## config.mk

```make
export PLATFORM = sky130hd
export DESIGN_NAME = ipc_mbox
export DESIGN_NICKNAME = d
export VERILOG_FILES = /design/src/rtl/ipc_mbox.sv
export SDC_FILE = /design/constraint.sdc
export NUM_CORES = 1
export LEC_CHECK = 0
export BUFFER_PORTS_ARGS = -buffer_cell sky130_fd_sc_hd__buf_2
export CAP_MARGIN = 0
export CORE_MARGIN = 2
export CORE_UTILIZATION = 45
export DETAILED_ROUTE_END_ITERATION = 8
export GPL_ROUTABILITY_DRIVEN = 0
export PLACE_DENSITY = 0.63
export SLEW_MARGIN = 20
export SYNTH_ARGS = -nofsm -noshare
export SYNTH_HDL_FRONTEND = slang
export SYNTH_SLANG_ARGS = --single-unit
```

## constraint.sdc

```tcl
create_clock -name clk -period 2 [get_ports clk]
set_input_delay 0.4 -clock clk [delete_from_list [all_inputs] [get_ports clk]]
set_output_delay 0.4 -clock clk [all_outputs]
set_load 0.05 [all_outputs]
```

## src/rtl/ipc_mbox.sv

```systemverilog
module ipc_mbox #(
  parameter int WB_WORDS = 4,
  parameter int RB_BYTES = 16,
  parameter logic [7:0] INITIATOR_ID = 8'h5A
) (
  input  logic                        clk,
  input  logic                        rst_n,
  input  logic [7:0]                  host_addr,
  input  logic                        host_wr,
  input  logic [31:0]                 host_wdata,
  output logic [31:0]                 host_rdata,
  output logic                        host_irq,
  output logic                        cp_doorbell,
  output logic [31:0]                 cp_cmd,
  input  logic [$clog2(WB_WORDS)-1:0] cp_wb_idx,
  output logic [31:0]                 cp_wb_data,
  input  logic                        cp_rb_we,
  input  logic [$clog2(RB_BYTES)-1:0] cp_rb_idx,
  input  logic [7:0]                  cp_rb_data,
  input  logic                        cp_done,
  input  logic                        cp_err,
  input  logic [7:0]                  cp_err_code
);
  localparam int WBI_W = $clog2(WB_WORDS);
  localparam int RB_WORDS = RB_BYTES / 4;
  localparam int RBW_W = $clog2(RB_WORDS);
  localparam logic [7:0] CMD_OFS = 8'h00;
  localparam logic [7:0] STS_OFS = 8'h04;
  localparam logic [7:0] WB_BASE = 8'h80;
  localparam logic [7:0] RB_BASE = 8'h90;
  localparam logic [8:0] WB_END = 9'(int'(WB_BASE) + 4 * WB_WORDS);
  localparam logic [8:0] RB_END = 9'(int'(RB_BASE) + RB_BYTES);

  logic        busy_q, err_q;
  logic [7:0]  code_q, init_q;
  logic [31:0] cmd_q;
  logic [31:0] wbuf [WB_WORDS];
  logic [7:0]  rbuf [RB_BYTES];
  logic [31:0] rb_word [RB_WORDS];

  wire [8:0] addr9   = {1'b0, host_addr};
  wire       hit_cmd = host_addr[7:2] == CMD_OFS[7:2];
  wire       hit_sts = host_addr[7:2] == STS_OFS[7:2];
  wire       hit_wb  = addr9 >= {1'b0, WB_BASE} && addr9 < WB_END;
  wire       hit_rb  = addr9 >= {1'b0, RB_BASE} && addr9 < RB_END;
  wire [7:0] wb_off  = host_addr - WB_BASE;
  wire [7:0] rb_off  = host_addr - RB_BASE;
  wire [WBI_W-1:0] wb_sel = WBI_W'(wb_off >> 2);
  wire [RBW_W-1:0] rb_sel = RBW_W'(rb_off >> 2);

  wire accept = host_wr && hit_cmd && !busy_q;
  wire finish = cp_done && busy_q;

  always_ff @(posedge clk or negedge rst_n) begin
    if (!rst_n) begin
      busy_q      <= 1'b0;
      err_q       <= 1'b0;
      code_q      <= 8'h00;
      init_q      <= 8'h00;
      cmd_q       <= 32'h0;
      cp_doorbell <= 1'b0;
      host_irq    <= 1'b0;
    end else begin
      cp_doorbell <= accept;
      host_irq    <= finish && cmd_q[8];
      if (accept) begin
        busy_q <= 1'b1;
        err_q  <= 1'b0;
        code_q <= 8'h00;
        init_q <= INITIATOR_ID;
        cmd_q  <= host_wdata;
      end else if (finish) begin
        busy_q <= 1'b0;
        err_q  <= cp_err;
        code_q <= cp_err_code;
      end
    end
  end

  always_ff @(posedge clk or negedge rst_n) begin
    if (!rst_n) begin
      for (int i = 0; i < WB_WORDS; i++) wbuf[i] <= 32'h0;
    end else if (host_wr && hit_wb) begin
      wbuf[wb_sel] <= host_wdata;
    end
  end

  always_ff @(posedge clk or negedge rst_n) begin
    if (!rst_n) begin
      for (int i = 0; i < RB_BYTES; i++) rbuf[i] <= 8'h00;
    end else if (cp_rb_we) begin
      rbuf[cp_rb_idx] <= cp_rb_data;
    end
  end

  for (genvar w = 0; w < RB_WORDS; w++) begin : g_rbw
    assign rb_word[w] = {rbuf[4*w+3], rbuf[4*w+2], rbuf[4*w+1], rbuf[4*w]};
  end

  wire [31:0] status = {8'h00, code_q, init_q, cmd_q[15:12], 2'b00, err_q, busy_q};

  always_comb begin
    host_rdata = 32'h0;
    if (hit_sts) host_rdata = status;
    else if (hit_rb) host_rdata = rb_word[rb_sel];
  end

  assign cp_cmd     = cmd_q;
  assign cp_wb_data = wbuf[cp_wb_idx];
endmodule

```

# Word level (Yosys, flattened, before mapping)
# Index checks and enable logic that the tools add are counted.
totals:
  regBits: 301
  inputBits: 68
  output_inout_bits: 98
  word_cells: 76
op_classes:
  n_mux: 20
  magnitude_cmp: 10
  add_sub_neg: 2
  n_eq_ne: 1
  bitwise: 4
  n_reduce_logical: 12
ops:
  columns: ["operator", "count"]
  rows:
  - ["$bwmux 128", 2]
  - ["$mux 32", 7]
  - ["$bmux 32 s2", 2]
  - ["$demux 32 s2", 1]
  - ["$demux 8 s4", 1]
  - ["$mux 8", 3]
  - ["$ge 8x8->1 const B", 2]
  - ["$lt 8x8->1 const B", 2]
  - ["$ge 3x3->1 const B", 3]
  - ["$logic_and 1x1->1", 9]
  - ["$not 2->3", 3]
  - ["$sub 4x1->4 const B", 2]
  - ["$eq 6x1->1 const B", 1]
  - ["$logic_not 6->1", 1]
  - ["$ge 5x5->1 const B", 1]
  - ["$lt 5x1->1 const B", 1]
  - ["$not 4->5", 1]
  - ["$mux 1", 4]
  - ["$lt 3x1->1 const B", 1]
  - ["$reduce_bool 2->1", 1]
  - ["$logic_not 1->1", 1]

# Depth between registers and ports, before layout
# Gate-level depths: netlist of run 1.
depth:
  word_depth: 7
  ltp_mapped: 6
  mapped_depth_nobuf: 4

# Worst setup path after synthesis of run 1
# No wires, ideal clock.
synth_timing:
  path_type: "input to output"
  start: "in host_addr[2]"
  end: "out host_rdata[12]"
  setup_slack_ps: -168
  arrival_time_ps: 1768
  cell_stages: 4
  n_path_buf: 2
  required_time_ps: 1600
  cell_sequence: "buf_2 buf_2 mux4_2 a22o_1"
synth_via:
  elab_chain_cells: 7
  elab_cells_between_ends: 11
  classes_between: "add/sub (1); order compare (2); eq/ne (1); mux (5); bitwise (1); reduce/logical (1)"
synth_lines:
  columns: ["element", "line_no", "text"]
  rows:
  - ["start, declared", "8", "input logic [7:0] host_addr,"]
  - ["$sub 4x1->4", "47", "wire [7:0] rb_off = host_addr - RB_BASE;"]
  - ["$not 2->3 (not written as such)", "105", "else if (hit_rb) host_rdata = rb_word[rb_sel];"]
  - ["$bmux 32 s2", "105", null]
  - ["$mux 32 (not written as such) (2 in series)", "105", null]
  - ["$mux 32", "105", null]
  - ["$mux 32 *", "104", "if (hit_sts) host_rdata = status;"]
  - ["end, declared", "11", "output logic [31:0] host_rdata,"]
# Mark *: on every way between the ends. The rest lies on a longest branch, timed or not. The select of a mux whose other input is x is not followed.

# Worst setup path after layout of run 1
layout_timing:
  start: "reg rbuf (netlist bit rb_word[11])"
  end: "out host_rdata[11]"
layout_via:
  elab_chain_cells: 5
layout_lines:
  columns: ["element", "line_no", "text"]
  rows:
  - ["start, declared", "38", "logic [7:0] rbuf [RB_BYTES];"]
  - ["start signal, assigned by index", "92", "rbuf[cp_rb_idx] <= cp_rb_data;"]
  - ["$bmux 32 s2", "105", null]
  - ["$mux 32 (not written as such) (2 in series)", "105", null]
  - ["$mux 32", "105", null]
  - ["$mux 32", "104", null]
# Every way passes these cells. The select of a mux whose other input is x is not followed.

==> flow_summary.yaml, run 1 <==
finish:
  synthToLayoutAreaGrowth_pct: 27.4
  ff_latch_area_um2: 7530
  non_filler_cell_area_final_um2: 16700
  fin_nets: 1093
  multi_input_comb_area_um2: 5450
  fin_cells: 1434
  mostFrequentLayoutCell: "sky130_fd_sc_hd__dfrtp_1"
  drive_gt1_share_pct: 64.9
  top_library_cells_by_usage_in_the_layout_fill_and_taps_aside: "301 x sky130_fd_sc_hd__dfrtp_1, 284 x sky130_fd_sc_hd__mux2_2, 98 x sky130_fd_sc_hd__buf_2, 64 x sky130_fd_sc_hd__mux4_2, 53 x sky130_fd_sc_hd__buf_4"
  final.fill_count: 2250
  final_util_pct: 58.2
grt:
  initial_antenna_violation_count: 0
  grt_pass1_vias: 8444
  grt_max_degree: 71
  grt-ovfl-total: 0
  grtUsageTotal_pct: 19.8
  wire_length_of_the_first_global_routing_pass_mm: 47.4
clock_tree:
  clock_tree_from_tritoncts: "yes"
  cts.root.buffer_cell: "sky130_fd_sc_hd__clkbuf_16"
  worst_skew_pair.late_latency_ns: 0.52
  number_of_buffers_created_by_cts: 35
  cts.reportedPaths.clkPinSlew_ns: 0.06
  cts_num_sinks: 301
  htreeDepth: 2
  cts-root-to-sink-buffers: 3
sta:
  final_min_period_over_clock_period_pct: 110
  slew_headroom_pct: 66.7
  timing_hold_violations_final: 0
  grt_setup_unrepaired: "true"
  fin_ws_ns: -0.198
  fin_crit_ns: 2.20
  drv_slew: 0
  timing.setup.tns_ns: -3.60
  finalClockSkew_ns: 0.0102
  maxClockFrequency_mhz: 455
  hold_ws_ns: 0.0922
  setup_viol: 32
  worst-slew-pin-transition_ns: 0.500
hold_path:
  worst_hold_startpoint: "cp_err"
  min_path_type: "input pin to flip-flop"
  min_delay_path_depth: 3
power_and_ir_drop:
  power.share.combinational_pct: 19.3
  internal_power_mw: 12.6
  power.share.clock_pct: 36.0
  vdd.ir_drop.worst_v: 0.000747
  design_power_total_mw: 17.2
  switching_component_of_the_power_mw: 4.60
  p_sw_share_pct: 26.8
  seqPwrFrac_pct: 44.7
  total_leakage_power_nw: 7.83
  power_density_nw_per_um2: 1030
worst_setup_path:
  slowest_stage: "sky130_fd_sc_hd__mux4_2"
  path_max_fanout: 2
  reg2regPathDepth: 5
  cp-start-kind: "flip-flop"
  critPathTopFamily: "multiplexers"
  crit_buf_inv: 1
  critical_path.cell_chain: "mux4_2, a22o_4, buf_6"
  timing.setup.critical_path_class: "flip-flop to output port"
  worstSetupEndpointType: "output port"
  cp-startpoint: "rb_word[11]$_DFFE_PN0P_"
  path_depth: 3
  worst_path_largest_cell_delay_ns: 0.48
  critical_path_arrival_ns: 1.80
  r2r-start: "busy_q$_DFFE_PN0P_"
  worstPathRequired_ns: 1.60
synth:
  ys_async_sr_fraction_pct: 100
  synth_flop_cell: "sky130_fd_sc_hd__dfrtp_1"
  synthesis.area_per_instance_um2: 16.3
  synth_nets: 875
  synth.cell_area_um2: 13100
  number_of_enable_flip_flop_cells_after_synthesis: 0
  yosys_warnings: 0
  synth_cell_types: 30
  synth_seq_area_share_pct: 57.4
  flip_flop_and_latch_count_after_synthesis: 301
  postSynthCellCount: 807
placed_design:
  io_buffers: 163
  place.detailed.instances: 1366
  pre_cts_ws_ns: -0.231
  dp_hpwl_mm: 19.8
  placed_cell_area_um2: 15100
route:
  remaining_drc_errors: 0
  wirelength_mm: 29.3
  detail_route.vias_per_cell: 5.40
  drt_pre_antenna_iters: 4
  routed_wl_per_cell_um: 20.5
  first_iter_violations: 339
  ant_nets: 0
  total_via_count_after_detailed_routing: 7750
die:
  fp-row-count: 62
  die-height_um: 175
  die_area_um2: 30500
  die_width_um: 175
  top_level_ports: 166
  fp.coreArea_um2: 28700
  start_util_pct: 45.7
status:
  status: "finished with violations"
  failing_checks: "negative setup slack"
job:
  drv_cap: 0
==> power groups by stage <==
stage,sequential (mW),combinational (mW),clock [mW]
floorplan,7.91,2.02,0
detailed placement,7.77,3.13,0
global route,7.81,3.54,6.61
global placement,7.74,3.06,0
finish,7.68,3.31,6.17
CTS,7.68,3.27,6.34
==> final timing paths <==
check | endpoint | slack [ns]
worst max-delay path | host_rdata[11] | -0.20
worst min register to register | wbuf[53]$_DFFE_PN0P_ | 0.48
worst max register to register | code_q[3]$_DFFE_PN0P_ | 0.47
max in group asynchronous | wbuf[59]$_DFFE_PN0P_ | 0.93
worst min-delay path | err_q$_DFFE_PN0P_ | 0.09
min in group asynchronous | wbuf[105]$_DFFE_PN0P_ | 0.32
==> routing by layer <==
layer	global-route usage, %	wire length, µm
met1	27.2	13000
met2	32.7	14200
met3	3.76	1630
met4	4.83	502
met5	0	0
==> worst reg2reg max path: cells and delay by family (launching register included) <==
| kind | cells | cell delay [ns] |
|---|---|---|
| AND/OR/NAND/NOR | 2 | 0.18 |
| flip-flops | 1 | 0.46 |
| buffers and inverters | 2 | 0.59 |
| AO/OA/AOI/OAI | 1 | 0.20 |
==> repair_timing <==
action | CTS | global route
setup endpoints to repair | 59 | 57
hold endpoints to repair | 22 | 0
cloned | 1 | 0
hold buffers | 1 | 0
pin swaps | 2 | 1
resized for setup | 96 | 50
buffers inserted | 2 | 3
==> flip-flops by register name, indices dropped and copies added (netlist names) <==
name	count
busy_q	1
rb_word	128
host_irq	1
cp_doorbell	1
cp_cmd	32
init_q	1
code_q	8
wbuf	128
err_q	1
==> Yosys cell counts (2+ instances only) <==
| cell | number | area [µm²] |
|---|---|---|
| sky130_fd_sc_hd__dfrtp_1 | 301 | 7530 |
| sky130_fd_sc_hd__mux2_2 | 284 | 3200 |
| sky130_fd_sc_hd__mux4_2 | 64 | 1440 |
| sky130_fd_sc_hd__buf_2 | 22 | 110 |
| sky130_fd_sc_hd__nand2_1 | 22 | 82.6 |
| sky130_fd_sc_hd__clkbuf_1 | 19 | 71.3 |
| sky130_fd_sc_hd__a22o_1 | 18 | 158 |
| sky130_fd_sc_hd__and2_1 | 15 | 93.8 |
| sky130_fd_sc_hd__o21ai_0 | 10 | 50.1 |
| sky130_fd_sc_hd__buf_6 | 6 | 67.6 |
| sky130_fd_sc_hd__nor2_2 | 6 | 37.5 |
| sky130_fd_sc_hd__nor2_1 | 5 | 18.8 |
| sky130_fd_sc_hd__mux2_1 | 4 | 45.0 |
| sky130_fd_sc_hd__nand3b_1 | 4 | 30.0 |
| sky130_fd_sc_hd__buf_1 | 3 | 11.3 |
| sky130_fd_sc_hd__nand2b_1 | 3 | 18.8 |
| sky130_fd_sc_hd__or3_1 | 3 | 18.8 |
| sky130_fd_sc_hd__and3_1 | 2 | 12.5 |
| sky130_fd_sc_hd__and4b_1 | 2 | 20.0 |
| sky130_fd_sc_hd__clkbuf_2 | 2 | 10.0 |
| sky130_fd_sc_hd__nand3_1 | 2 | 10.0 |
| sky130_fd_sc_hd__nor4bb_1 | 2 | 20.0 |
==> layout make-up <==
type	count	share of cell area, %
inverters	2	0.0449
well taps	384	2.87
multi-input cells	451	32.6
clock inverters	9	0.434
clock buffers	52	6.41
diodes	1	0.0150
flip-flops and latches	301	45.1
repair buffers	234	12.6
==> logic make-up (layout without fill, tap and decap cells) <==
logic type | after synthesis | in the layout | synth area share, %
other cells | 0 | 1 | 0
compound gates | 28 | 28 | 1.58
mux | 352 | 352 | 35.7
buf+inv | 55 | 297 | 2.17
simple gates | 71 | 71 | 3.14
flops | 301 | 301 | 57.4
(Power assumes the default switching activity.)
==> run 2, diff against run 1 <==
--- a/config.mk
+++ b/config.mk
@@ -9,6 +9,7 @@
 export CAP_MARGIN = 0
 export CORE_MARGIN = 2
 export CORE_UTILIZATION = 45
+export CTS_BUF_LIST = sky130_fd_sc_hd__clkbuf_8
 export DETAILED_ROUTE_END_ITERATION = 8
 export GPL_ROUTABILITY_DRIVEN = 0
 export PLACE_DENSITY = 0.63
==> run 2 against run 1 <==
  * The run still ends with negative setup slack left
  * Die area unchanged
  * Clock skew up 0.0025 ns
  * First-iteration DRC count down 7.1%
  * Non-clock buffer count up 7
  * Routed wire length up 0.40%
  * Utilization down 0.11 points
  * Worst setup slack worse by 0.046 ns
  * Sequential power about the same
  * Fmax down 2.1%
  * Total power down 4.6%
  * Critical path depth unchanged
  * Largest power group unchanged
==> flow_summary.yaml, run 2 (same netlist as run 1, synthesis figures left out) <==
placed_design:
  placed_cell_area_um2: 15100
  dp_hpwl_mm: 19.8
  pre_cts_ws_ns: -0.231
  io_buffers: 163
die:
  fp.coreArea_um2: 28700
  die_area_um2: 30500
  fp-row-count: 62
  start_util_pct: 45.7
  die_width_um: 175
  top_level_ports: 166
  die-height_um: 175
clock_tree:
  cts_num_sinks: 301
  cts.root.buffer_cell: "sky130_fd_sc_hd__clkbuf_8"
  cts.reportedPaths.clkPinSlew_ns: 0.06
  htreeDepth: 2
  worst_skew_pair.late_latency_ns: 0.57
  clock_tree_from_tritoncts: "yes"
  number_of_buffers_created_by_cts: 50
  cts-root-to-sink-buffers: 3
finish:
  fin_nets: 1115
  synthToLayoutAreaGrowth_pct: 27.1
  non_filler_cell_area_final_um2: 16700
  drive_gt1_share_pct: 64.8
  mostFrequentLayoutCell: "sky130_fd_sc_hd__dfrtp_1"
  top_library_cells_by_usage_in_the_layout_fill_and_taps_aside: "301 x sky130_fd_sc_hd__dfrtp_1, 284 x sky130_fd_sc_hd__mux2_2, 97 x sky130_fd_sc_hd__buf_2, 64 x sky130_fd_sc_hd__mux4_2, 62 x sky130_fd_sc_hd__clkbuf_8"
  antennaDiodeCount: 0
worst_setup_path:
  critical_path_arrival_ns: 1.84
  worstPathRequired_ns: 1.60
  timing.setup.critical_path_class: "flip-flop to output port"
  worstSetupEndpointType: "output port"
  path_max_fanout: 2
  cp-start-kind: "flip-flop"
sta:
  drv_slew: 0
  maxClockFrequency_mhz: 446
  timing_hold_violations_final: 0
  final_min_period_over_clock_period_pct: 112
  fin_ws_ns: -0.244
  finalClockSkew_ns: 0.0127
  worst-slew-pin-transition_ns: 0.494
  timing.setup.tns_ns: -5.49
  slew_headroom_pct: 67.1
  grt_setup_unrepaired: "true"
  setup_viol: 44
  fin_crit_ns: 2.24
route:
  remaining_drc_errors: 0
  ant_nets: 0
  route.layer.met1.wl_mm: 13.3
  detail_route.vias_per_cell: 5.34
  total_via_count_after_detailed_routing: 7840
  drt_pre_antenna_iters: 4
  wl_met3_mm: 1.35
  highest-signal-layer: "met4"
  first_iter_violations: 315
  routed_wl_per_cell_um: 20.1
  wirelength_mm: 29.5
  route.met2.wl_mm: 14.3
grt:
  wire_length_of_the_first_global_routing_pass_mm: 47.7
  initial_antenna_violation_count: 0
  grt_max_degree: 71
  grt-ovfl-total: 0
  grtUsageTotal_pct: 19.9
  grt_pass1_vias: 8530
hold_path:
  min_path_type: "input pin to flip-flop"
status:
  failing_checks: "negative setup slack"
  status: "finished with violations"
power_and_ir_drop:
  vdd.ir_drop.worst_v: 0.000723
  total_leakage_power_nw: 7.91
  power_density_nw_per_um2: 981
  design_power_total_mw: 16.4
job:
  drv_cap: 0
run 2: cell types whose count changed in the layout (fill, tap and decap cells not counted), sizes merged:
cell      previous run  this run
clkinv               7         6
clkinvlp             1         0
bufinv               0         1
clkbuf              53        62
bufbuf               0         1
inv                  3        21
buf                232       239
diode                1         0
run 2: what timing repair did:
action | in CTS | in global routing
endpoints found under the hold margin | 135 | 0
gates resized for setup | 142 | 12
setup buffers | 3 | 8
pin swaps | 2 | 0
setup endpoints to repair | 64 | 64
hold buffers | 1 | 0
gates cloned | 1 | 0
run 2: path summary, 6_finish.rpt:
kind | from | end | slack [ns] | cells past startpoint
worst min register to register | wbuf[53]$_DFFE_PN0P_ | wbuf[53]$_DFFE_PN0P_ | 0.48 | 1
worst max-delay path | rb_word[33]$_DFFE_PN0P_ | host_rdata[1] | -0.24 | 3
worst max register to register | busy_q$_DFFE_PN0P_ | code_q[3]$_DFFE_PN0P_ | 0.50 | 5
worst min-delay path | cp_err | err_q$_DFFE_PN0P_ | 0.04 | 3
min in group asynchronous | rst_n | cp_cmd[10]$_DFFE_PN0P_ | 0.27 | 2
max in group asynchronous | rst_n | wbuf[28]$_DFFE_PN0P_ | 0.99 | 4
run 2: stage by stage:
step	hold WS [ns]	cells	util [%]
after detailed placement	0.269	1366	52.5
after global placement	0.270	1366	52.5
final	0.0393	1467	58.1
after CTS	0.0135	1459	57.7
after global routing	0.0330	1467	58.1
after floorplan	0.104	807	-
run 2: per-layer routing:
layer,vias up,track usage (%)
met3,37,3.76
met4,0,5.07
met2,163,32.7
met5,-,0
li1,3487,-
met1,4153,27.4
run 2: layout make-up:
type	instances	area (µm²)
fillers	2281	12000
flip-flops and latches	301	7530
multi-input cells	451	5450
repair buffers	241	2220
clock buffers	62	853
well taps	384	480
clock inverters	26	140
inverters	2	7.51
run 2: power by group:
part | switching [mW] | leakage, nW | total (mW) | internal, mW
Combinational | 1.64 | 3.45 | 3.37 | 1.73
Clock | 2.41 | 0.584 | 5.32 | 2.92
Sequential | 0.515 | 3.87 | 7.68 | 7.16
run 2: worst max-delay path, cell delays in order (launching register included):
cell                      delay [ns]
sky130_fd_sc_hd__dfrtp_1        0.38
sky130_fd_sc_hd__mux4_2         0.52
sky130_fd_sc_hd__a22o_4         0.25
sky130_fd_sc_hd__buf_8          0.15
==> run 3, diff against run 2 <==
--- a/config.mk
+++ b/config.mk
@@ -13,6 +13,7 @@
 export DETAILED_ROUTE_END_ITERATION = 8
 export GPL_ROUTABILITY_DRIVEN = 0
 export PLACE_DENSITY = 0.63
+export SETUP_SLACK_MARGIN = 0.05
 export SLEW_MARGIN = 20
 export SYNTH_ARGS = -nofsm -noshare
 export SYNTH_HDL_FRONTEND = slang
==> run 3 against run 2 <==
  * The run still ends with negative setup slack left
  * Clock skew grew 0.0028 ns
  * Routed wire length grew 0.67%
  * Via count grew 0.36%
  * Clock power grew 4.9%
  * Utilization shrank 0.25 points
  * Count of clock-buffer cells in the layout grew 4
  * Critical path depth is the same
  * Critical path type unchanged
  * Largest cell class unchanged
==> flow_summary.yaml, run 3 (same netlist as run 1, synthesis figures left out) <==
status:
  status: "finished with violations"
  failing_checks: "negative setup slack"
clock_tree:
  worst_skew_pair.late_latency_ns: 0.57
  number_of_buffers_created_by_cts: 52
  clock_tree_from_tritoncts: "yes"
  cts_num_sinks: 301
  cts.root.buffer_cell: "sky130_fd_sc_hd__clkbuf_8"
  cts.reportedPaths.clkPinSlew_ns: 0.06
  htreeDepth: 2
  cts-root-to-sink-buffers: 3
route:
  total_via_count_after_detailed_routing: 7868
  drt_pre_antenna_iters: 4
  remaining_drc_errors: 0
  routed_wl_per_cell_um: 20.2
  detail_route.vias_per_cell: 5.37
  ant_nets: 0
  first_iter_violations: 294
  wirelength_mm: 29.7
worst_setup_path:
  slowest_stage: "sky130_fd_sc_hd__mux4_2"
  cp-startpoint: "rb_word[9]$_DFFE_PN0P_"
  worst_path_largest_cell_delay_ns: 0.50
  worstSetupEndpointType: "output port"
  r2r-start: "busy_q$_DFFE_PN0P_"
  worstPathRequired_ns: 1.60
  cp-start-kind: "flip-flop"
  crit_buf_inv: 1
  path_depth: 3
  critical_path.cell_chain: "mux4_2, a22o_4, buf_6"
  reg2regPathDepth: 5
  timing.setup.critical_path_class: "flip-flop to output port"
  r2r_end: "code_q[5]$_DFFE_PN0P_"
  path_max_fanout: 2
  critPathTopFamily: "multiplexers"
  timing.critical_path.to: "host_rdata[9]"
  critical_path_arrival_ns: 1.84
  ff2ff_setup_slack_ns: 0.36
grt:
  grtUsageTotal_pct: 19.8
  grt_max_degree: 54
  wire_length_of_the_first_global_routing_pass_mm: 47.7
  initial_antenna_violation_count: 0
  grt-ovfl-total: 0
  grt_pass1_vias: 8440
die:
  fp-row-count: 62
  start_util_pct: 45.7
  top_level_ports: 166
  die-height_um: 175
  fp.coreArea_um2: 28700
  die_width_um: 175
  die_area_um2: 30500
power_and_ir_drop:
  vdd.ir_drop.worst_v: 0.000609
  design_power_total_mw: 16.6
  power_density_nw_per_um2: 1000
  total_leakage_power_nw: 7.88
sta:
  fin_ws_ns: -0.238
  fin_crit_ns: 2.24
  final_min_period_over_clock_period_pct: 112
  maxClockFrequency_mhz: 447
  grt_setup_unrepaired: "true"
  timing.setup.tns_ns: -6.09
  drv_slew: 0
  timing_hold_violations_final: 0
  setup_viol: 51
  finalClockSkew_ns: 0.0155
  worst-slew-pin-transition_ns: 0.514
  hold_ws_ns: 0.0428
  slew_headroom_pct: 65.6
finish:
  drive_gt1_share_pct: 64.5
  mostFrequentLayoutCell: "sky130_fd_sc_hd__dfrtp_1"
  synthToLayoutAreaGrowth_pct: 26.6
  top_library_cells_by_usage_in_the_layout_fill_and_taps_aside: "301 x sky130_fd_sc_hd__dfrtp_1, 284 x sky130_fd_sc_hd__mux2_2, 98 x sky130_fd_sc_hd__buf_2, 66 x sky130_fd_sc_hd__clkbuf_8, 64 x sky130_fd_sc_hd__mux4_2"
  fin_nets: 1107
  final_util_pct: 57.9
  antennaDiodeCount: 0
placed_design:
  pre_cts_ws_ns: -0.433
  dp_hpwl_mm: 19.8
  io_buffers: 163
hold_path:
  min_path_type: "input pin to flip-flop"
job:
  drv_cap: 0
run 3: per-layer routing:
| metal | GRT usage, % | wire [µm] | vias to the layer above |
|---|---|---|---|
| met5 | 0 | 0 | - |
| met4 | 6.15 | 684 | 0 |
| met3 | 3.61 | 1250 | 50 |
| met2 | 32.0 | 14300 | 178 |
| met1 | 27.6 | 13400 | 4173 |
| li1 | - | - | 3467 |
run 3: report_power, final:
| group | internal [mW] | total, mW | switching (mW) | leakage, nW |
|---|---|---|---|---|
| logic | 1.71 | 3.36 | 1.65 | 3.38 |
| clock network | 3.11 | 5.58 | 2.47 | 0.632 |
| registers | 7.17 | 7.69 | 0.527 | 3.87 |
| total | 12.0 | 16.6 | 4.64 | 7.88 |
run 3: layout make-up:
| class | count | area [µm²] |
|---|---|---|
| Inverter | 2 | 7.51 |
| Tap cell | 384 | 480 |
| Fill cell | 2323 | 12100 |
| Clock inverter | 31 | 169 |
| Sequential cell | 301 | 7530 |
| Clock buffer | 66 | 908 |
| Timing Repair Buffer | 231 | 2050 |
| Multi-Input combinational cell | 451 | 5460 |
run 3: worst min-delay path by stage:
| stage | start | end | slack, ns | cells past startpoint |
|---|---|---|---|---|
| finish | cp_err_code[1] | code_q[1]$_DFFE_PN0P_ | 0.04 | 3 |
| CTS | cp_err_code[6] | code_q[6]$_DFFE_PN0P_ | 0.002 | 3 |
| detailed placement | rst_n | cp_cmd[6]$_DFFE_PN0P_ | 0.35 | 1 |
| global placement | rst_n | cp_cmd[6]$_DFFE_PN0P_ | 0.35 | 1 |
| floorplan | rst_n | busy_q$_DFFE_PN0P_ | 0.10 | 0 |
| global route | cp_err_code[0] | code_q[0]$_DFFE_PN0P_ | 0.01 | 3 |
run 3: worst reg2reg max path, stage by stage (launching register included):
cell                       delay (ns)
sky130_fd_sc_hd__dfrtp_1         0.47
sky130_fd_sc_hd__nor4_1          0.07
sky130_fd_sc_hd__nand2_1         0.13
sky130_fd_sc_hd__clkinv_1        0.36
sky130_fd_sc_hd__buf_4           0.32
sky130_fd_sc_hd__o21ai_0         0.19
run 3: repair_timing:
action | in CTS | in global routing
setup buffers | 2 | 7
hold buffers | 3 | 0
gates resized for setup | 152 | 3
endpoints found under the hold margin | 40 | 0
endpoints found under the setup margin | 64 | 64
pin swaps | 1 | 0
run 3: metrics by stage:
step | std cells | area, µm²
2_1_floorplan | 807 | 13200
3_3_place_gp | 1357 | 15000
3_5_place_dp | 1357 | 15000
4_1_cts | 1459 | 16500
5_1_grt | 1466 | 16600
6_report | 1466 | 16600
